==> src/rtl/spi_mio_pkg.sv <==
package spi_mio_pkg;

  typedef enum logic [1:0] {
    LN_ONE  = 2'd0,
    LN_TWO  = 2'd1,
    LN_FOUR = 2'd2
  } lanes_e;

  typedef enum logic [1:0] {
    ST_IDLE = 2'd0,
    ST_HEAD = 2'd1,
    ST_DATA = 2'd2
  } state_e;

  typedef struct packed {
    logic   valid;
    logic   rd;
    lanes_e ln;
  } opdec_t;

  localparam int HEAD_BITS = 32;
  localparam int BEAT_W    = $clog2(HEAD_BITS);

  // clocks per byte minus one for a lane width
  function automatic logic [BEAT_W-1:0] byte_last_beat(input lanes_e ln);
    case (ln)
      LN_TWO:  byte_last_beat = BEAT_W'(3);
      LN_FOUR: byte_last_beat = BEAT_W'(1);
      default: byte_last_beat = BEAT_W'(7);
    endcase
  endfunction

endpackage

==> src/rtl/spi_mio_opdec.sv <==
module spi_mio_opdec
  import spi_mio_pkg::*;
(
  input  logic [7:0] op_i,
  output opdec_t     dec_o
);

  always_comb begin
    dec_o = '{valid: 1'b1, rd: 1'b0, ln: LN_ONE};
    case (op_i)
      8'h02: dec_o = '{valid: 1'b1, rd: 1'b0, ln: LN_ONE};
      8'h0B: dec_o = '{valid: 1'b1, rd: 1'b1, ln: LN_ONE};
      8'hB2: dec_o = '{valid: 1'b1, rd: 1'b0, ln: LN_TWO};
      8'hBB: dec_o = '{valid: 1'b1, rd: 1'b1, ln: LN_TWO};
      8'hE2: dec_o = '{valid: 1'b1, rd: 1'b0, ln: LN_FOUR};
      8'hEB: dec_o = '{valid: 1'b1, rd: 1'b1, ln: LN_FOUR};
      default: dec_o = '{valid: 1'b0, rd: 1'b0, ln: LN_ONE};
    endcase
  end

endmodule

==> src/rtl/spi_mio_tick.sv <==
module spi_mio_tick #(
  parameter int DIV_W = 8
) (
  input  logic             clk,
  input  logic             rst_n,
  input  logic             run_i,
  input  logic [DIV_W-1:0] div_i,
  output logic             tick_o
);

  logic [DIV_W-1:0] cnt_q, cnt_d;

  assign tick_o = run_i && (cnt_q == div_i);

  always_comb begin
    if (!run_i || tick_o) cnt_d = '0;
    else                  cnt_d = cnt_q + 1'b1;
  end

  always_ff @(posedge clk or negedge rst_n) begin
    if (!rst_n) cnt_q <= '0;
    else        cnt_q <= cnt_d;
  end

endmodule

==> src/rtl/spi_mio_lanes.sv <==
module spi_mio_lanes
  import spi_mio_pkg::*;
(
  input  lanes_e     ln_i,
  input  logic [7:0] top_i,
  input  logic [3:0] io_i,
  input  logic [6:0] rx_i,
  output logic [3:0] out_o,
  output logic [3:0] mask_o,
  output logic [7:0] rx_next_o
);

  always_comb begin
    case (ln_i)
      LN_TWO: begin
        out_o     = {2'b00, top_i[7:6]};
        mask_o    = 4'b0011;
        rx_next_o = {rx_i[5:0], io_i[1:0]};
      end
      LN_FOUR: begin
        out_o     = top_i[7:4];
        mask_o    = 4'b1111;
        rx_next_o = {rx_i[3:0], io_i[3:0]};
      end
      default: begin
        out_o     = {3'b000, top_i[7]};
        mask_o    = 4'b0001;
        rx_next_o = {rx_i[6:0], io_i[1]};
      end
    endcase
  end

endmodule

==> src/rtl/spi_mio_master.sv <==
module spi_mio_master
  import spi_mio_pkg::*;
#(
  parameter int DIV_W = 8,
  parameter int LEN_W = 8
) (
  input  logic             clk,
  input  logic             rst_n,
  input  logic [DIV_W-1:0] div_i,
  input  logic             cmd_valid_i,
  input  logic [7:0]       cmd_op_i,
  input  logic [23:0]      cmd_addr_i,
  input  logic [LEN_W-1:0] cmd_len_i,
  input  logic [7:0]       wr_data_i,
  output logic             wr_pop_o,
  output logic [7:0]       rd_data_o,
  output logic             rd_valid_o,
  output logic             busy_o,
  output logic             done_o,
  output logic             err_o,
  output logic             sclk_o,
  output logic             cs_n_o,
  output logic [3:0]       io_o,
  output logic [3:0]       io_oe_o,
  input  logic [3:0]       io_i
);

  localparam logic [LEN_W-1:0]  LEN_ONE   = LEN_W'(1);
  localparam logic [BEAT_W-1:0] HEAD_LAST = BEAT_W'(HEAD_BITS - 1);

  state_e                   st_q, st_d;
  logic                     sclk_q, sclk_d;
  logic                     cs_n_q, cs_n_d;
  logic [HEAD_BITS-1:0]     sh_q, sh_d;
  logic [6:0]               rx_q, rx_d;
  logic [BEAT_W-1:0]        beat_q, beat_d;
  logic [LEN_W-1:0]         left_q, left_d;
  logic                     rd_q, rd_d;
  lanes_e                   ln_q, ln_d;
  logic [DIV_W-1:0]         div_q, div_d;
  logic [7:0]               rdata_q, rdata_d;
  logic                     rvalid_q, rvalid_d;
  logic                     done_q, done_d;
  logic                     err_q, err_d;
  logic                     pop;

  opdec_t                   dec;
  logic                     tick;
  lanes_e                   ln_eff;
  logic [3:0]               lane_out, lane_mask;
  logic [7:0]               rx_next;
  logic [HEAD_BITS-1:0]     sh_adv;

  spi_mio_opdec i_opdec (
    .op_i  (cmd_op_i),
    .dec_o (dec)
  );

  spi_mio_tick #(.DIV_W(DIV_W)) i_tick (
    .clk    (clk),
    .rst_n  (rst_n),
    .run_i  (st_q != ST_IDLE),
    .div_i  (div_q),
    .tick_o (tick)
  );

  assign ln_eff = (st_q == ST_DATA) ? ln_q : LN_ONE;

  spi_mio_lanes i_lanes (
    .ln_i      (ln_eff),
    .top_i     (sh_q[HEAD_BITS-1 -: 8]),
    .io_i      (io_i),
    .rx_i      (rx_q),
    .out_o     (lane_out),
    .mask_o    (lane_mask),
    .rx_next_o (rx_next)
  );

  always_comb begin
    case (ln_eff)
      LN_TWO:  sh_adv = sh_q << 2;
      LN_FOUR: sh_adv = sh_q << 4;
      default: sh_adv = sh_q << 1;
    endcase
  end

  // next-state process
  always_comb begin
    st_d     = st_q;
    sclk_d   = sclk_q;
    cs_n_d   = cs_n_q;
    sh_d     = sh_q;
    rx_d     = rx_q;
    beat_d   = beat_q;
    left_d   = left_q;
    rd_d     = rd_q;
    ln_d     = ln_q;
    div_d    = div_q;
    rdata_d  = rdata_q;
    rvalid_d = 1'b0;
    done_d   = 1'b0;
    err_d    = 1'b0;
    pop      = 1'b0;
    case (st_q)
      ST_IDLE: begin
        if (cmd_valid_i) begin
          if (dec.valid) begin
            st_d   = ST_HEAD;
            cs_n_d = 1'b0;
            sclk_d = 1'b0;
            sh_d   = {cmd_op_i, cmd_addr_i};
            beat_d = HEAD_LAST;
            left_d = cmd_len_i;
            rd_d   = dec.rd;
            ln_d   = dec.ln;
            div_d  = div_i;
          end else begin
            err_d = 1'b1;
          end
        end
      end
      default: begin
        if (tick) begin
          if (!sclk_q) begin
            // rising edge: sample
            sclk_d = 1'b1;
            if (st_q == ST_DATA && rd_q) begin
              rx_d = rx_next[6:0];
              if (beat_q == '0) begin
                rdata_d  = rx_next;
                rvalid_d = 1'b1;
              end
            end
          end else begin
            // falling edge: advance
            sclk_d = 1'b0;
            if (beat_q != '0) begin
              beat_d = beat_q - 1'b1;
              sh_d   = sh_adv;
            end else if ((st_q == ST_HEAD && left_q == '0) ||
                         (st_q == ST_DATA && left_q == LEN_ONE)) begin
              st_d   = ST_IDLE;
              cs_n_d = 1'b1;
              done_d = 1'b1;
            end else begin
              if (st_q == ST_DATA) left_d = left_q - 1'b1;
              st_d   = ST_DATA;
              beat_d = byte_last_beat(ln_q);
              if (!rd_q) begin
                sh_d = {wr_data_i, {(HEAD_BITS-8){1'b0}}};
                pop  = 1'b1;
              end
            end
          end
        end
      end
    endcase
  end

  // register process
  always_ff @(posedge clk or negedge rst_n) begin
    if (!rst_n) begin
      st_q     <= ST_IDLE;
      sclk_q   <= 1'b0;
      cs_n_q   <= 1'b1;
      sh_q     <= '0;
      rx_q     <= '0;
      beat_q   <= '0;
      left_q   <= '0;
      rd_q     <= 1'b0;
      ln_q     <= LN_ONE;
      div_q    <= '0;
      rdata_q  <= '0;
      rvalid_q <= 1'b0;
      done_q   <= 1'b0;
      err_q    <= 1'b0;
    end else begin
      st_q     <= st_d;
      sclk_q   <= sclk_d;
      cs_n_q   <= cs_n_d;
      sh_q     <= sh_d;
      rx_q     <= rx_d;
      beat_q   <= beat_d;
      left_q   <= left_d;
      rd_q     <= rd_d;
      ln_q     <= ln_d;
      div_q    <= div_d;
      rdata_q  <= rdata_d;
      rvalid_q <= rvalid_d;
      done_q   <= done_d;
      err_q    <= err_d;
    end
  end

  always_comb begin
    case (st_q)
      ST_HEAD: io_oe_o = 4'b0001;
      ST_DATA: io_oe_o = rd_q ? 4'b0000 : lane_mask;
      default: io_oe_o = 4'b0000;
    endcase
  end

  assign io_o       = lane_out & io_oe_o;
  assign sclk_o     = sclk_q;
  assign cs_n_o     = cs_n_q;
  assign busy_o     = (st_q != ST_IDLE);
  assign done_o     = done_q;
  assign err_o      = err_q;
  assign rd_data_o  = rdata_q;
  assign rd_valid_o = rvalid_q;
  assign wr_pop_o   = pop;

endmodule

==> config.mk <==
export PLATFORM = sky130hd
export DESIGN_NAME = spi_mio_master
export DESIGN_NICKNAME = d
export VERILOG_FILES = /design/src/rtl/spi_mio_pkg.sv /design/src/rtl/spi_mio_opdec.sv /design/src/rtl/spi_mio_tick.sv /design/src/rtl/spi_mio_lanes.sv /design/src/rtl/spi_mio_master.sv
export SDC_FILE = /design/constraint.sdc
export NUM_CORES = 1
export LEC_CHECK = 0
export ABC_AREA = 1
export ABC_CLOCK_PERIOD_IN_PS = 3000
export BUFFER_PORTS_ARGS = -buffer_cell sky130_fd_sc_hd__buf_2
export CORE_UTILIZATION = 58
export DETAILED_ROUTE_END_ITERATION = 10
export PLACE_DENSITY_LB_ADDON = 0.2
export SETUP_SLACK_MARGIN = 0.5
export SLEW_MARGIN = 25
export SYNTH_ARGS = -nofsm -noshare
export SYNTH_HDL_FRONTEND = slang
export SYNTH_HIERARCHICAL = 1
export SYNTH_SLANG_ARGS = --single-unit
export TNS_END_PERCENT = 30
==> constraint.sdc <==
create_clock -name clk -period 3 [get_ports clk]
set_input_delay 0.6 -clock clk [delete_from_list [all_inputs] [get_ports clk]]
set_output_delay 0.6 -clock clk [all_outputs]
set_load 0.1 [all_outputs]
==> metrics.yaml <==
status:
  outcome: "complete, no violations"
cts:
  h-tree-depth: 3
  postCtsHoldBufs: 0
  insertion_delay_ns: 0.36
  cts_buffers: 9
  cts_max_path_buffers: 2
  clock-sinks: 86
  clockRootBuffer: "clkbuf_8"
  cts.clk_slew.worst_paths_ns: 0.10
  cts_tree: "yes"
worst_setup_path:
  r2r_slack_ns: 0.48
  crit_path_end_kind: "primary output"
  regToRegStartpoint: "st_q[0]"
  start_kind: "register"
  arrival_ns: 2.09
  cp_data_required_time_ns: 2.40
  critPathKind: "reg -> out"
  r2r_cells: 10
  cp_max_fo: 5
  r2r-end: "rd_data_o[2]"
floorplanning:
  die_area_um2: 10100
  fp.coreArea_um2: 9280
  io_pins: 86
  start_util_pct: 60.3
  die_w_um: 100
  die_h_um: 100
  rows: 35
route:
  wl_um: 15900
  routed-wl-met2_um: 7490
  viasPerCell: 5.53
  drtIter0Drc: 511
  dr_wl_met3_um: 1410
  drtAntennaViolNets: 0
  wire_per_inst_um: 14.6
  wl_met1_um: 6500
  drt-pass1-iter-count: 5
  routed-via-count: 6042
  highest-signal-layer: "met4"
  drcViolationCount: 0
timing:
  fin_setup_tns_ns: 0
  final.setup_skew_ns: 0.0136
  setup_viol: 0
  fin_ws_ns: 0.305
  worstMarginPinSlew_ns: 0.501
  rsz0062_at_grt: "yes"
  slew_viol_final: 0
  finalCriticalPeriod_ns: 2.69
  slew_headroom_pct: 66.5
  hold_viol_final: 0
  timing.final.crit_share_pct: 89.8
  fmaxAchievable_ghz: 0.371
synthesis:
  synth_most_common_cell: "nand2_1"
  synth_area_per_cell_um2: 6.55
  synthesis.nets: 932
  synth_commonest_cells: "nand2_1 (407), dfrtp_1 (85), nand3_1 (70), inv_1 (57), nor2_1 (43)"
  ys_seq_area_share_pct: 38.5
  synth_fa_ha_area_share_pct: 3.13
  synth-compound-area-share_pct: 7.33
  synthMuxAreaShare_pct: 0.536
  synthSimpleGateAreaFrac_pct: 41.7
  synth_top_area_share_pct: 38.0
  synthFlopType: "dfrtp_1"
  syn_inst: 855
  synth_xor_area_share_pct: 1.41
  synth_edf_count: 0
  synth_top_family_by_area: "simple AND/OR/NAND/NOR gates"
  synth_area_um2: 5600
  ys_warn_count: 6
  ys_seq_elements: 86
  yosysTopAreaCell: "dfrtp_1"
  ys_async_sr_fraction_pct: 100
  synth_cell_types: 40
  synth_area_leaders: "dfrtp_1 (38%), nand2_1 (27%), nand3_1 (6.3%), inv_1 (3.8%), o21ai_0 (3.8%)"
global_routing:
  grt_pass1_vias: 5506
  overflow: 0
  grt_usage_pct: 32.2
  antenna_found_initial: 0
  grt_max_degree: 87
  grt_pass1_wl_um: 25700
flow_run:
  maxCapViolCount: 0
final_layout:
  design_area_um2: 6890
  antenna_cells: 0
  nets: 1036
  post-route-util_pct: 74.2
  area_delta_synth_final_pct: 23.1
  fill_cells: 706
  layout-drive-gt1-share_pct: 22.9
hold_path:
  min_path_type: "in -> async"
placed_design:
  dpl_worst_slack_ns: 0.433
  placed_area_um2: 6210
  portBuffers: 85
  place_hpwl_um: 9870
  place_congestion: 0.932
pwr:
  powerDensity_nw_per_um2: 1020
  vdd_drop_max_mv: 0.619
  leakagePower_nw: 3.70
state kept, by name (all words and copies together) (netlist names):
| register | count |
|---|---|
| st_q | 2 |
| i_tick/cnt_q | 8 |
| sclk_o | 1 |
| rd_data_o | 8 |
| sh_q | 32 |
| div_q | 8 |
| ln_q | 2 |
| done_o | 1 |
| rx_q | 7 |
| left_q | 8 |
| rd_q | 1 |
| beat_q | 5 |
| err_o | 1 |
| cs_n_o | 1 |
| rd_valid_o | 1 |
placed cells by master, fill, tap and decap left out, drive strengths merged, types with 3 or more instances in the layout:
cell	netlist	final
xnor2	5	5
mux2i	3	3
a21oi	17	17
nand3	72	72
or2	18	18
clkbuf	23	9
nand4	6	6
inv	64	67
ha	14	14
dfrtp	85	85
o21ai	57	57
buf	16	132
xor2	4	4
nor2	47	47
nand2	411	411
cells by family (layout without fill, tap and decap cells):
logic type | Yosys count | count (layout)
simple gates | 561 | 561
buf+inv | 103 | 212
flops | 86 | 86
compound gates | 78 | 78
fa+ha+maj | 14 | 14
xor+xnor | 9 | 9
mux | 3 | 3
other cells | 1 | 1
report_power, final:
part           internal, W  switching, W
Clock             0.000313      0.000463
Sequential         0.00155      0.000422
Combinational      0.00155       0.00270
metrics by stage:
step / hold slack [ns] / cells / power (W)
after floorplan: 0.304 / 855 / 0.00476
after global placement: 0.462 / 1042 / 0.00539
after detailed placement: 0.473 / 1042 / 0.00552
after CTS: 0.274 / 1083 / 0.00668
after global routing: 0.282 / 1093 / 0.00756
final: 0.245 / 1093 / 0.00700
critical path: stages, from the launching register on:
cell	delay, ns
dfrtp_1	0.41
inv_2	0.10
ha_4	0.19
nand2_4	0.07
inv_6	0.09
inv_4	0.05
ha_4	0.25
a21oi_1	0.14
and3_2	0.25
buf_12	0.19
layer usage:
metal / vias to the layer above / track usage [%]
met5: - / 0
met4: 0 / 11.7
met3: 58 / 6.48
met2: 328 / 51.7
met1: 2789 / 43.3
li1: 2867 / -
worst max path at each step:
stage                         end  slack [ns]     from  depth (start not counted)
final                     io_o[1]        0.31  st_q[0]                          9
after global routing      io_o[0]        0.23  st_q[0]                         10
after CTS                 io_o[0]        0.36  st_q[0]                         11
after detailed placement  io_o[0]        0.43  st_q[0]                         11
after global placement    io_o[0]        0.50  st_q[1]                          7
after floorplan           io_o[2]        0.47  st_q[0]                          9
repair_timing:
item,in CTS,in global routing
gates resized for setup,51,17
pin swaps,8,9
buffers inserted,25,10
endpoints found under the setup margin,40,54
cell type report:
type	count	area, um^2	area share, %
Clock inverter	7	57.6	0.835
Sequential cell	86	2150	31.3
Multi-Input combinational cell	666	3190	46.3
Clock buffer	9	124	1.80
Inverter	64	268	3.88
Tap cell	129	161	2.34
Timing Repair Buffer	132	935	13.6
Power figures use the tool's default switching activity.
